## src/rtl/clwr_pkg.sv

```systemverilog
// Shared types for the cache-link write decoder.
// Assumes: byte lanes of 8 bits, at least four lanes per word.
package clwr_pkg;

    // Decoder phases: waiting for address, address taken, line data, error pulse
    typedef enum logic [1:0] {
        ST_IDLE = 2'd0,
        ST_ADDR = 2'd1,
        ST_DATA = 2'd2,
        ST_ERR  = 2'd3
    } clwr_state_e;

    // Access size code carried in the two top bits of a single-write address
    typedef enum logic [1:0] {
        SZ_NONE = 2'b00,
        SZ_BYTE = 2'b01,
        SZ_HALF = 2'b10,
        SZ_WORD = 2'b11
    } clwr_size_e;

    // Transfer kind selector values
    localparam int unsigned XFER_SINGLE = 1;
    localparam int unsigned XFER_LINE   = 2;

endpackage

```

## src/rtl/clwr_lane_enable.sv

```systemverilog
// Byte-enable generator.
// Turns an access size and the low byte-offset bits into a lane mask and
// reports whether the access is naturally aligned. A rejected access
// (invalid size or misaligned) yields an all-zero mask.
// Assumes: LANES is a power of two and at least 4.
module clwr_lane_enable
    import clwr_pkg::*;
#(
    parameter int unsigned LANES = 4,
    localparam int unsigned OFF_W = $clog2(LANES)
) (
    input  clwr_size_e         size_i,
    input  logic [OFF_W-1:0]   off_i,
    output logic [LANES-1:0]   be_o,
    output logic               ok_o
);

    logic [OFF_W:0] nbytes;
    logic [OFF_W:0] off_ext;

    // Number of bytes touched by the access
    always_comb begin
        unique case (size_i)
            SZ_BYTE: nbytes = (OFF_W+1)'(1);
            SZ_HALF: nbytes = (OFF_W+1)'(2);
            SZ_WORD: nbytes = (OFF_W+1)'(LANES);
            default: nbytes = '0;
        endcase
    end

    assign off_ext = {1'b0, off_i};

    // Natural alignment: offset is a multiple of the access size
    assign ok_o = (size_i != SZ_NONE) && ((off_ext & (nbytes - 1'b1)) == '0);

    // One comparator pair per lane
    for (genvar i = 0; i < LANES; i++) begin : g_lane
        localparam logic [OFF_W:0] LANE_IDX = (OFF_W+1)'(i);
        assign be_o[i] = ok_o && (LANE_IDX >= off_ext) && (LANE_IDX < off_ext + nbytes);
    end

endmodule

```

## src/rtl/clwr_frame_fsm.sv

```systemverilog
// Transfer framing state machine.
// Tracks the position of each incoming write within its transfer, checks the
// protocol (address form, size/flag agreement, gap-free line data), and
// produces a load strobe with request fields for the output stage.
// Assumes: slot_free_i is high when the output stage can take a request at
// this edge; the decoder only takes a data write when it is.
module clwr_frame_fsm
    import clwr_pkg::*;
#(
    parameter int unsigned DATA_W     = 32,
    parameter int unsigned LINE_WORDS = 4,
    parameter int unsigned XFER_KIND  = XFER_SINGLE,
    localparam int unsigned LANES = DATA_W / 8,
    localparam int unsigned OFF_W = $clog2(LANES),
    localparam int unsigned CNT_W = (LINE_WORDS > 1) ? $clog2(LINE_WORDS) : 1
) (
    input  logic              clk,
    input  logic              rst_n,
    input  logic              in_valid_i,
    input  logic              in_ctrl_i,
    input  logic [DATA_W-1:0] in_data_i,
    input  logic              slot_free_i,
    output logic              in_ready_o,
    output logic              ld_en_o,
    output logic [DATA_W-1:0] ld_addr_o,
    output logic [LANES-1:0]  ld_be_o,
    output logic [DATA_W-1:0] ld_data_o,
    output logic              ld_first_o,
    output logic              ld_last_o,
    output logic              err_o
);

    localparam bit IS_LINE = (XFER_KIND == XFER_LINE);
    localparam logic [CNT_W-1:0] LAST_IDX = CNT_W'(LINE_WORDS - 1);

    clwr_state_e       state_q, state_d;
    logic [DATA_W-1:0] base_q;
    clwr_size_e        size_q;
    logic [CNT_W-1:0]  cnt_q;

    clwr_size_e        lane_size;
    logic [OFF_W-1:0]  lane_off;
    logic [LANES-1:0]  lane_be;
    logic              lane_ok;
    logic              last_beat;
    logic              byte_flag;

    // Lane decoder sees the offered address in idle, the latched one later
    assign lane_size = (state_q == ST_IDLE) ? clwr_size_e'(in_data_i[DATA_W-1 -: 2]) : size_q;
    assign lane_off  = (state_q == ST_IDLE) ? in_data_i[OFF_W-1:0] : base_q[OFF_W-1:0];

    clwr_lane_enable #(
        .LANES (LANES)
    ) u_lanes (
        .size_i (lane_size),
        .off_i  (lane_off),
        .be_o   (lane_be),
        .ok_o   (lane_ok)
    );

    assign last_beat = (cnt_q == LAST_IDX);
    assign byte_flag = (size_q == SZ_BYTE);

    // Request fields: line beats step by one word, single writes use the mask
    assign ld_data_o = in_data_i;
    assign ld_addr_o = IS_LINE ? (base_q + (DATA_W'(cnt_q) << OFF_W)) : base_q;
    assign ld_be_o   = IS_LINE ? {LANES{1'b1}} : lane_be;
    assign err_o     = (state_q == ST_ERR);

    // Input readiness: data phases wait for room in the output stage
    always_comb begin
        unique case (state_q)
            ST_IDLE:          in_ready_o = 1'b1;
            ST_ADDR, ST_DATA: in_ready_o = slot_free_i;
            default:          in_ready_o = 1'b0;
        endcase
    end

    // Next-state and load decision
    always_comb begin
        state_d    = state_q;
        ld_en_o    = 1'b0;
        ld_first_o = 1'b0;
        ld_last_o  = 1'b0;
        unique case (state_q)
            ST_IDLE: begin
                if (in_valid_i) begin
                    if (IS_LINE) begin
                        state_d = (in_ctrl_i && (in_data_i[OFF_W-1:0] == '0)) ? ST_ADDR : ST_ERR;
                    end else begin
                        state_d = lane_ok ? ST_ADDR : ST_ERR;
                    end
                end
            end
            ST_ADDR: begin
                if (IS_LINE) begin
                    if (slot_free_i) begin
                        if (!in_valid_i || !in_ctrl_i) begin
                            state_d = ST_ERR;
                        end else begin
                            ld_en_o    = 1'b1;
                            ld_first_o = 1'b1;
                            ld_last_o  = last_beat;
                            state_d    = last_beat ? ST_IDLE : ST_DATA;
                        end
                    end
                end else if (in_valid_i && slot_free_i) begin
                    if (in_ctrl_i != byte_flag) begin
                        state_d = ST_ERR;
                    end else begin
                        ld_en_o    = 1'b1;
                        ld_first_o = 1'b1;
                        ld_last_o  = 1'b1;
                        state_d    = ST_IDLE;
                    end
                end
            end
            ST_DATA: begin
                if (slot_free_i) begin
                    if (!in_valid_i || !in_ctrl_i) begin
                        state_d = ST_ERR;
                    end else begin
                        ld_en_o   = 1'b1;
                        ld_last_o = last_beat;
                        state_d   = last_beat ? ST_IDLE : ST_DATA;
                    end
                end
            end
            default: state_d = ST_IDLE;
        endcase
    end

    // State register
    always_ff @(posedge clk) begin
        if (!rst_n) state_q <= ST_IDLE;
        else        state_q <= state_d;
    end

    // Address and size capture on the address write
    always_ff @(posedge clk) begin
        if (!rst_n) begin
            base_q <= '0;
            size_q <= SZ_NONE;
        end else if (state_q == ST_IDLE && in_valid_i) begin
            base_q <= IS_LINE ? in_data_i : {2'b00, in_data_i[DATA_W-3:0]};
            size_q <= clwr_size_e'(in_data_i[DATA_W-1 -: 2]);
        end
    end

    // Beat counter within a line
    always_ff @(posedge clk) begin
        if (!rst_n || state_q == ST_IDLE) cnt_q <= '0;
        else if (ld_en_o)                 cnt_q <= cnt_q + 1'b1;
    end

endmodule

```

## src/rtl/clwr_out_stage.sv

```systemverilog
// Output request register with valid/ready handshake.
// Holds one request until the downstream side takes it.
// Assumes: ld_en_i is only raised when slot_free_o is high.
module clwr_out_stage #(
    parameter int unsigned DATA_W = 32,
    localparam int unsigned LANES = DATA_W / 8
) (
    input  logic              clk,
    input  logic              rst_n,
    input  logic              ld_en_i,
    input  logic [DATA_W-1:0] ld_addr_i,
    input  logic [LANES-1:0]  ld_be_i,
    input  logic [DATA_W-1:0] ld_data_i,
    input  logic              ld_first_i,
    input  logic              ld_last_i,
    input  logic              out_ready_i,
    output logic              slot_free_o,
    output logic              out_valid_o,
    output logic [DATA_W-1:0] out_addr_o,
    output logic [LANES-1:0]  out_be_o,
    output logic [DATA_W-1:0] out_data_o,
    output logic              out_first_o,
    output logic              out_last_o
);

    // Room for a new request when empty or being drained this edge
    assign slot_free_o = !out_valid_o || out_ready_i;

    // Valid flag: set on load, cleared on handshake
    always_ff @(posedge clk) begin
        if (!rst_n)           out_valid_o <= 1'b0;
        else if (ld_en_i)     out_valid_o <= 1'b1;
        else if (out_ready_i) out_valid_o <= 1'b0;
    end

    // Request fields captured on load
    always_ff @(posedge clk) begin
        if (!rst_n) begin
            out_addr_o  <= '0;
            out_be_o    <= '0;
            out_data_o  <= '0;
            out_first_o <= 1'b0;
            out_last_o  <= 1'b0;
        end else if (ld_en_i) begin
            out_addr_o  <= ld_addr_i;
            out_be_o    <= ld_be_i;
            out_data_o  <= ld_data_i;
            out_first_o <= ld_first_i;
            out_last_o  <= ld_last_i;
        end
    end

endmodule

```

## src/rtl/clwr_decoder.sv

```systemverilog
// Cache-link write transfer decoder, top level.
// Frames the controller's write stream by position and issues bus write
// requests; XFER_KIND selects single (1) or cacheline (2) transfers.
// Assumes: DATA_W is a multiple of 32 lanes-wise (at least four byte lanes)
// and LINE_WORDS is at least 2 for cacheline mode.
module clwr_decoder
    import clwr_pkg::*;
#(
    parameter int unsigned DATA_W     = 32,
    parameter int unsigned LINE_WORDS = 4,
    parameter int unsigned XFER_KIND  = XFER_SINGLE,
    localparam int unsigned LANES = DATA_W / 8
) (
    input  logic              clk,
    input  logic              rst_n,
    input  logic              in_valid,
    output logic              in_ready,
    input  logic              in_ctrl,
    input  logic [DATA_W-1:0] in_data,
    output logic              out_valid,
    input  logic              out_ready,
    output logic [DATA_W-1:0] out_addr,
    output logic [LANES-1:0]  out_be,
    output logic [DATA_W-1:0] out_data,
    output logic              out_first,
    output logic              out_last,
    output logic              err_o
);

    logic              slot_free;
    logic              ld_en;
    logic [DATA_W-1:0] ld_addr;
    logic [LANES-1:0]  ld_be;
    logic [DATA_W-1:0] ld_data;
    logic              ld_first;
    logic              ld_last;

    clwr_frame_fsm #(
        .DATA_W     (DATA_W),
        .LINE_WORDS (LINE_WORDS),
        .XFER_KIND  (XFER_KIND)
    ) u_fsm (
        .clk         (clk),
        .rst_n       (rst_n),
        .in_valid_i  (in_valid),
        .in_ctrl_i   (in_ctrl),
        .in_data_i   (in_data),
        .slot_free_i (slot_free),
        .in_ready_o  (in_ready),
        .ld_en_o     (ld_en),
        .ld_addr_o   (ld_addr),
        .ld_be_o     (ld_be),
        .ld_data_o   (ld_data),
        .ld_first_o  (ld_first),
        .ld_last_o   (ld_last),
        .err_o       (err_o)
    );

    clwr_out_stage #(
        .DATA_W (DATA_W)
    ) u_out (
        .clk         (clk),
        .rst_n       (rst_n),
        .ld_en_i     (ld_en),
        .ld_addr_i   (ld_addr),
        .ld_be_i     (ld_be),
        .ld_data_i   (ld_data),
        .ld_first_i  (ld_first),
        .ld_last_i   (ld_last),
        .out_ready_i (out_ready),
        .slot_free_o (slot_free),
        .out_valid_o (out_valid),
        .out_addr_o  (out_addr),
        .out_be_o    (out_be),
        .out_data_o  (out_data),
        .out_first_o (out_first),
        .out_last_o  (out_last)
    );

endmodule

```

## config.mk

```make
export PLATFORM = sky130hd
export DESIGN_NAME = clwr_decoder
export DESIGN_NICKNAME = d
export VERILOG_FILES = /design/src/rtl/clwr_pkg.sv /design/src/rtl/clwr_lane_enable.sv /design/src/rtl/clwr_frame_fsm.sv /design/src/rtl/clwr_out_stage.sv /design/src/rtl/clwr_decoder.sv
export SDC_FILE = /design/constraint.sdc
export NUM_CORES = 1
export LEC_CHECK = 0
export BUFFER_PORTS_ARGS = -buffer_cell sky130_fd_sc_hd__buf_2
export CORE_MARGIN = 2
export CORE_UTILIZATION = 53
export DETAILED_ROUTE_END_ITERATION = 6
export GPL_TIMING_DRIVEN = 0
export MAX_ROUTING_LAYER = met4
export PLACE_DENSITY = 0.81
export SETUP_SLACK_MARGIN = 0.4
export SYNTH_ARGS = -nofsm -noshare
export SYNTH_HDL_FRONTEND = slang
export SYNTH_SLANG_ARGS = --single-unit
```

## constraint.sdc

```tcl
create_clock -name clk -period 3.45 [get_ports clk]
set_clock_uncertainty 0.1 [all_clocks]
set_input_delay 0.5175 -clock clk [delete_from_list [all_inputs] [get_ports clk]]
set_output_delay 0.5175 -clock clk [all_outputs]
set_load 0.02 [all_outputs]
```

# ---- Word-level counts from Yosys, hierarchy flattened
# Index checks and enable logic that the tools add are counted.
dict set report word_totals {
  ff_bits 105
  input_bits 37
}
dict set report op_classes {
  muxes 23
  addsub 3
  bitwise_logic 1
  eq_ne 12
  reduce_logical 24
  order_cmp 8
}
# operator count
set op_table {}
lappend op_table {{$mux W2} 9}
lappend op_table {{$logic_and A1 B1 Y1} 11}
lappend op_table {{$eq A2 B2 Y1 const B} 5}
lappend op_table {{$mux W1} 9}
lappend op_table {{$pmux W3 S3} 1}
lappend op_table {{$eq A2 B1 Y1 const B} 3}
lappend op_table {{$lt A1 B3 Y1 const A} 2}
lappend op_table {{$lt A2 B3 Y1 const A} 2}
lappend op_table {{$pmux W1 S2} 3}
lappend op_table {{$pmux W2 S3} 1}
lappend op_table {{$ge A1 B2 Y1 const A} 2}
lappend op_table {{$ge A2 B2 Y1 const A} 2}
lappend op_table {{$logic_not A1 Y1} 4}
lappend op_table {{$ne A2 B1 Y1 const B} 2}
lappend op_table {{$reduce_bool A2 Y1} 2}
lappend op_table {{$add A2 B3 Y3} 1}
lappend op_table {{$and A2 B3 Y3} 1}
lappend op_table {{$logic_not A3 Y1} 1}
lappend op_table {{$logic_or A1 B1 Y1} 3}
lappend op_table {{$reduce_and A3 Y1} 1}
lappend op_table {{$sub A3 B1 Y3 const B} 1}
lappend op_table {{$add A2 B1 Y2 const B} 1}
lappend op_table {{$logic_not A2 Y1} 1}
lappend op_table {{$ne A2 B2 Y1 const B} 1}
lappend op_table {{2 further kinds} 2}

# ---- Depth between registers and ports, before layout
dict set report logic_depth {
  ltp_word 11
  ltp_mapped 12
}

# ---- Modules after synthesis
# A second synthesis with hierarchy kept.
dict set report unflattened {
  hier_cells 477
  hier_area_um2 4832.1
}
# module n_inst area_per_inst_um2 cells_each seq_area_each_um2
set by_module_without_submodules {}
lappend by_module_without_submodules {clwr_out_stage 1 2720.1 229 1421.4}
lappend by_module_without_submodules {clwr_frame_fsm 1 1914.3 225 720.7}
lappend by_module_without_submodules {clwr_lane_enable 1 197.7 23 0.0}

# ---- Worst setup path after synthesis
# Ideal clock, no wire load.
dict set report synth_timing {
  path_type {reg2reg}
  startpoint {reg u_fsm.state_q[0]}
  endpoint {reg u_out.out_be_o[2]}
  arrival_ps 2397
  path_buffers 0
  setup_slack_ps 881
  setup_ps 72
  period_less_slack_ps 2569
  path_stages_with_launch 11
  path_cell_list {dfxtp_1 > inv_1 > ha_1 > mux2_2 > ha_1 > ha_1 > inv_1 > fa_1 > nand2b_1 > a211o_1 > mux2i_1}
}
dict set report synth_via {
  elab_chain_len 10
}
# item line
set synth_lines {}
lappend synth_lines {{from (decl)} clwr_frame_fsm.sv:36} ;# clwr_state_e state_q, state_d;
lappend synth_lines {{from (signal assigned)} clwr_frame_fsm.sv:136} ;# else state_q <= state_d;
lappend synth_lines {{$logic_not A2 Y1} {clwr_frame_fsm.sv:49, clwr_frame_fsm.sv:50}}
lappend synth_lines {{$mux W2} clwr_frame_fsm.sv:49} ;# assign lane_size = (state_q == ST_IDLE) ? clwr_size_e'(in_data_i[DATA_W-1 -: 2]) : size_q;
lappend synth_lines {{$eq A2 B2 Y1 or $eq A2 B1 Y1 (tied branches)} clwr_lane_enable.sv:23} ;# unique case (size_i)
lappend synth_lines {{$pmux W3 S3} clwr_lane_enable.sv:23}
lappend synth_lines {{$sub A3 B1 Y3} clwr_lane_enable.sv:34} ;# assign ok_o = (size_i != SZ_NONE) && ((off_ext & (nbytes - 1'b1)) == '0);
lappend synth_lines {{$and A2 B3 Y3} clwr_lane_enable.sv:34}
lappend synth_lines {{$logic_not A3 Y1} clwr_lane_enable.sv:34}
lappend synth_lines {{$logic_and A1 B1 Y1} clwr_lane_enable.sv:34}
lappend synth_lines {{$logic_and A1 B1 Y1 (2 in a row)} clwr_lane_enable.sv:39} ;# assign be_o[i] = ok_o && (LANE_IDX >= off_ext) && (LANE_IDX < off_ext + nbytes);
lappend synth_lines {{to (signal assigned)} clwr_out_stage.sv:46} ;# out_be_o <= ld_be_i;
lappend synth_lines {{to (decl)} clwr_out_stage.sv:20} ;# output logic [LANES-1:0] out_be_o,
# Parallel ways exist; a longest one is shown, timed or not.
# A chain may end at the register's enable or synchronous reset.

# ---- Worst setup path in the final report
dict set report layout_timing {
  startpoint {reg u_fsm.state_q[1]}
  endpoint {reg u_out.out_be_o[2]}
}
# Same word-level chain as after synthesis.

==> impl_metrics.json <==
{
  "cpPeakStageDelay_ps": 470,
  "hold_start": "in_data[29]",
  "vias_per_cell": 5.124,
  "antenna_found_initial": 0,
  "grt_max_degree": 19,
  "pin_count": 110,
  "clk_pin_slew_worst_paths_ps": 100,
  "die_area_sq_um": 9190,
  "worst_slew_pin_slew_ps": 733.4,
  "cts_tree": "built",
  "critPathArrivalTime_ps": 2990,
  "cts_max_level": 3,
  "hold_viol": 0,
  "ys_ff_latch": 105,
  "path_class": "reg -> reg",
  "end_kind": "register",
  "synthMuxAreaShare_pct": 16.17,
  "cts-resized-gates": 0,
  "drtIter0Drc": 128,
  "p_per_area_nw_per_um2": 583.6,
  "diodes": 0,
  "async_flop_share_pct": 0,
  "area_delta_synth_final_pct": 19.55,
  "setup-tns-final_ps": 0,
  "leakage_nw": 2.740,
  "status": "complete, no violations",
  "synthAdderAreaFrac_pct": 3.804,
  "finalSetupViolCount": 0,
  "hp-class": "in -> reg",
  "postRouteAntennaNets": 0,
  "global_route.usage.total_pct": 24.85,
  "core_area_sq_um": 8217,
  "wl_um": 10800,
  "reg2reg_from": "u_fsm.state_q[1]",
  "synth_area_per_cell_sq_um": 8.840,
  "critPathSlowestCell": "fa_1",
  "drive_above_1_share_pct": 22.38,
  "slew_viol_final": 0,
  "multi_input_area_sq_um": 2156,
  "crit_top_cell": "inv_1",
  "peakVddDrop_uv": 396.4,
  "finalCoreUtilization_pct": 65.08,
  "fmaxAchievable_ghz": 0.3581,
  "ctsHoldBuffers": 0,
  "drc": 0,
  "cp.required_ps": 3650,
  "cts_sinks": 105,
  "port_buffers": 107,
  "syn_inst": 506,
  "synth_ff_type": "dfxtp_1",
  "cts_max_path_buffers": 2,
  "crit_fanout": 7,
  "rsz0062_at_grt": "false",
  "synthSimpleGateAreaFrac_pct": 19.50,
  "dr.pass1.iters": 5,
  "relSlewSlack_pct": 50.59,
  "place_hpwl_um": 7971,
  "rows": 33,
  "fillers": 715,
  "grt_pass1_vias": 3593,
  "syn_area_sq_um": 4473,
  "worstPathCellList": "inv_1, ha_2, mux2_2, inv_1, ha_1, ha_1, inv_1, fa_1, nand2b_1, a211o_1, mux2i_1",
  "root_buffer": "clkbuf_8",
  "startpoint_type": "register",
  "die_x_um": 95.87,
  "clk_latency_ps": 370,
  "post-cts-setup-buffer-count": 0,
  "startpoint": "u_fsm.state_q[1]",
  "yosys.area_share.xor_xnor_pct": 0.5594,
  "synth.yosys.seq_area_share_pct": 46.99,
  "cap_violations": 0,
  "synth-edff-count": 0,
  "die_h_um": 95.87,
  "nets": 675,
  "grt_pass1_wl_um": 17010,
  "post-route-min-period_ps": 2793,
  "place.gp.congestion": 0.8771,
  "dr_total_vias": 3766,
  "synth_warnings": 0,
  "grt-ovfl-total": 0,
  "seqCellArea_sq_um": 2102,
  "synth_top_family_by_area": "simple AND/OR/NAND/NOR gates",
  "timing.final.crit_share_pct": 80.94,
  "synth-compound-area-share_pct": 7.944,
  "yosysUniqueCellTypes": 37,
  "cts_buffers": 9,
  "wl_per_cell_um": 14.70,
  "start_util_pct": 54.44
}
## sequential cells by signal, indices dropped and copies added (netlist names)
register           count
u_fsm.cnt_q            2
u_fsm.ld_addr_o       30
u_fsm.size_q           2
u_fsm.state_q          2
u_out.out_addr_o      30
u_out.out_be_o         4
u_out.out_data_o      32
u_out.out_first_o      1
u_out.out_last_o       1
u_out.out_valid_o      1
## routing by layer
layer  part of all wire [%]  global-route usage, %
met1                     44                  30.59
met2                     49                  41.38
met3                    5.6                  5.090
met4                    1.3                  7.262
met5                      0                      -
## layout by cell type, fill, tap and decap left out, types with 2 or more instances in the layout
cell type and n:
mux2i_1 70, nor2_1 5, buf_2 107, a21boi_0 32, clkinv_4 2, buf_4 5, o21ai_0 5, conb_1 2
dfxtp_1 105, nand2b_1 3, clkbuf_8 11, nand2_1 199, nand3_1 5, inv_1 9, buf_6 5, and2_1 2
clkbuf_1 25, ha_1 11, mux2_2 2
## kinds of logic after synthesis
| group | Yosys count |
|---|---|
| AO/OA/AOI/OAI | 48 |
| other | 1 |
| multiplexers | 72 |
| AND/OR/NAND/NOR | 221 |
| buffers and inverters | 44 |
| adder cells (fa/ha/maj) | 13 |
| XOR/XNOR | 2 |
| flip-flops | 105 |
## synth_stat cells (all sizes together) (2+ instances only)
cell type	number	area [sq um]
nand2	199	747.0
dfxtp	105	2102
mux2i	70	700.7
a21boi	33	247.7
clkbuf	25	93.84
ha	12	150.1
buf	10	93.84
inv	9	33.78
nand3	5	25.02
nor2	5	18.77
o21ai	5	25.02
nand2b	4	27.53
and2	2	12.51
mux2	2	22.52
## where the power goes
part	switching, mW	internal [mW]
Combinational	0.600	0.378
Clock	0.436	0.314
Sequential	0.0647	1.33
Total	1.10	2.02
## area by class of cell
type                       count  share of cell area, %
multi-input combinational    358                  40.31
clock buffer                  11                  2.831
timing repair buffer         107                  10.01
buffer                        35                  3.510
sequential                   105                  39.31
clock inverter                 5                 0.9359
tap                          105                  2.457
inverter                       9                 0.6317
## worst paths after layout
path	endpoint	slack (ps)	depth (start not counted)
worst min-delay path	u_out.out_data_o[29]	300	3
worst max register to register	u_out.out_be_o[2]	660	11
worst max-delay path	u_out.out_be_o[2]	660	11
worst min register to register	u_out.out_addr_o[8]	350	2
## critical path, delay by kind of cell, from the launching register on
family / cells / cell delay [ps]
compound gates: 1 / 300
fa+ha+maj: 4 / 1070
flops: 1 / 350
simple gates: 1 / 170
mux: 2 / 510
buf+inv: 3 / 230
## stage by stage
stage	setup slack, ps	power (mW)	instances	cell area, sq um	hold slack, ps
3_3_place_gp	741.1	2.343	719	5144	338.0
5_1_grt	464.7	3.295	735	5348	293.3
6_report	657.4	3.121	735	5348	300.9
4_1_cts	591.7	3.131	735	5345	286.0
2_1_floorplan	881.1	2.119	507	4477	335.0
3_5_place_dp	616.6	2.389	719	5144	346.5
Note: power is estimated with default switching activity, not from simulation.
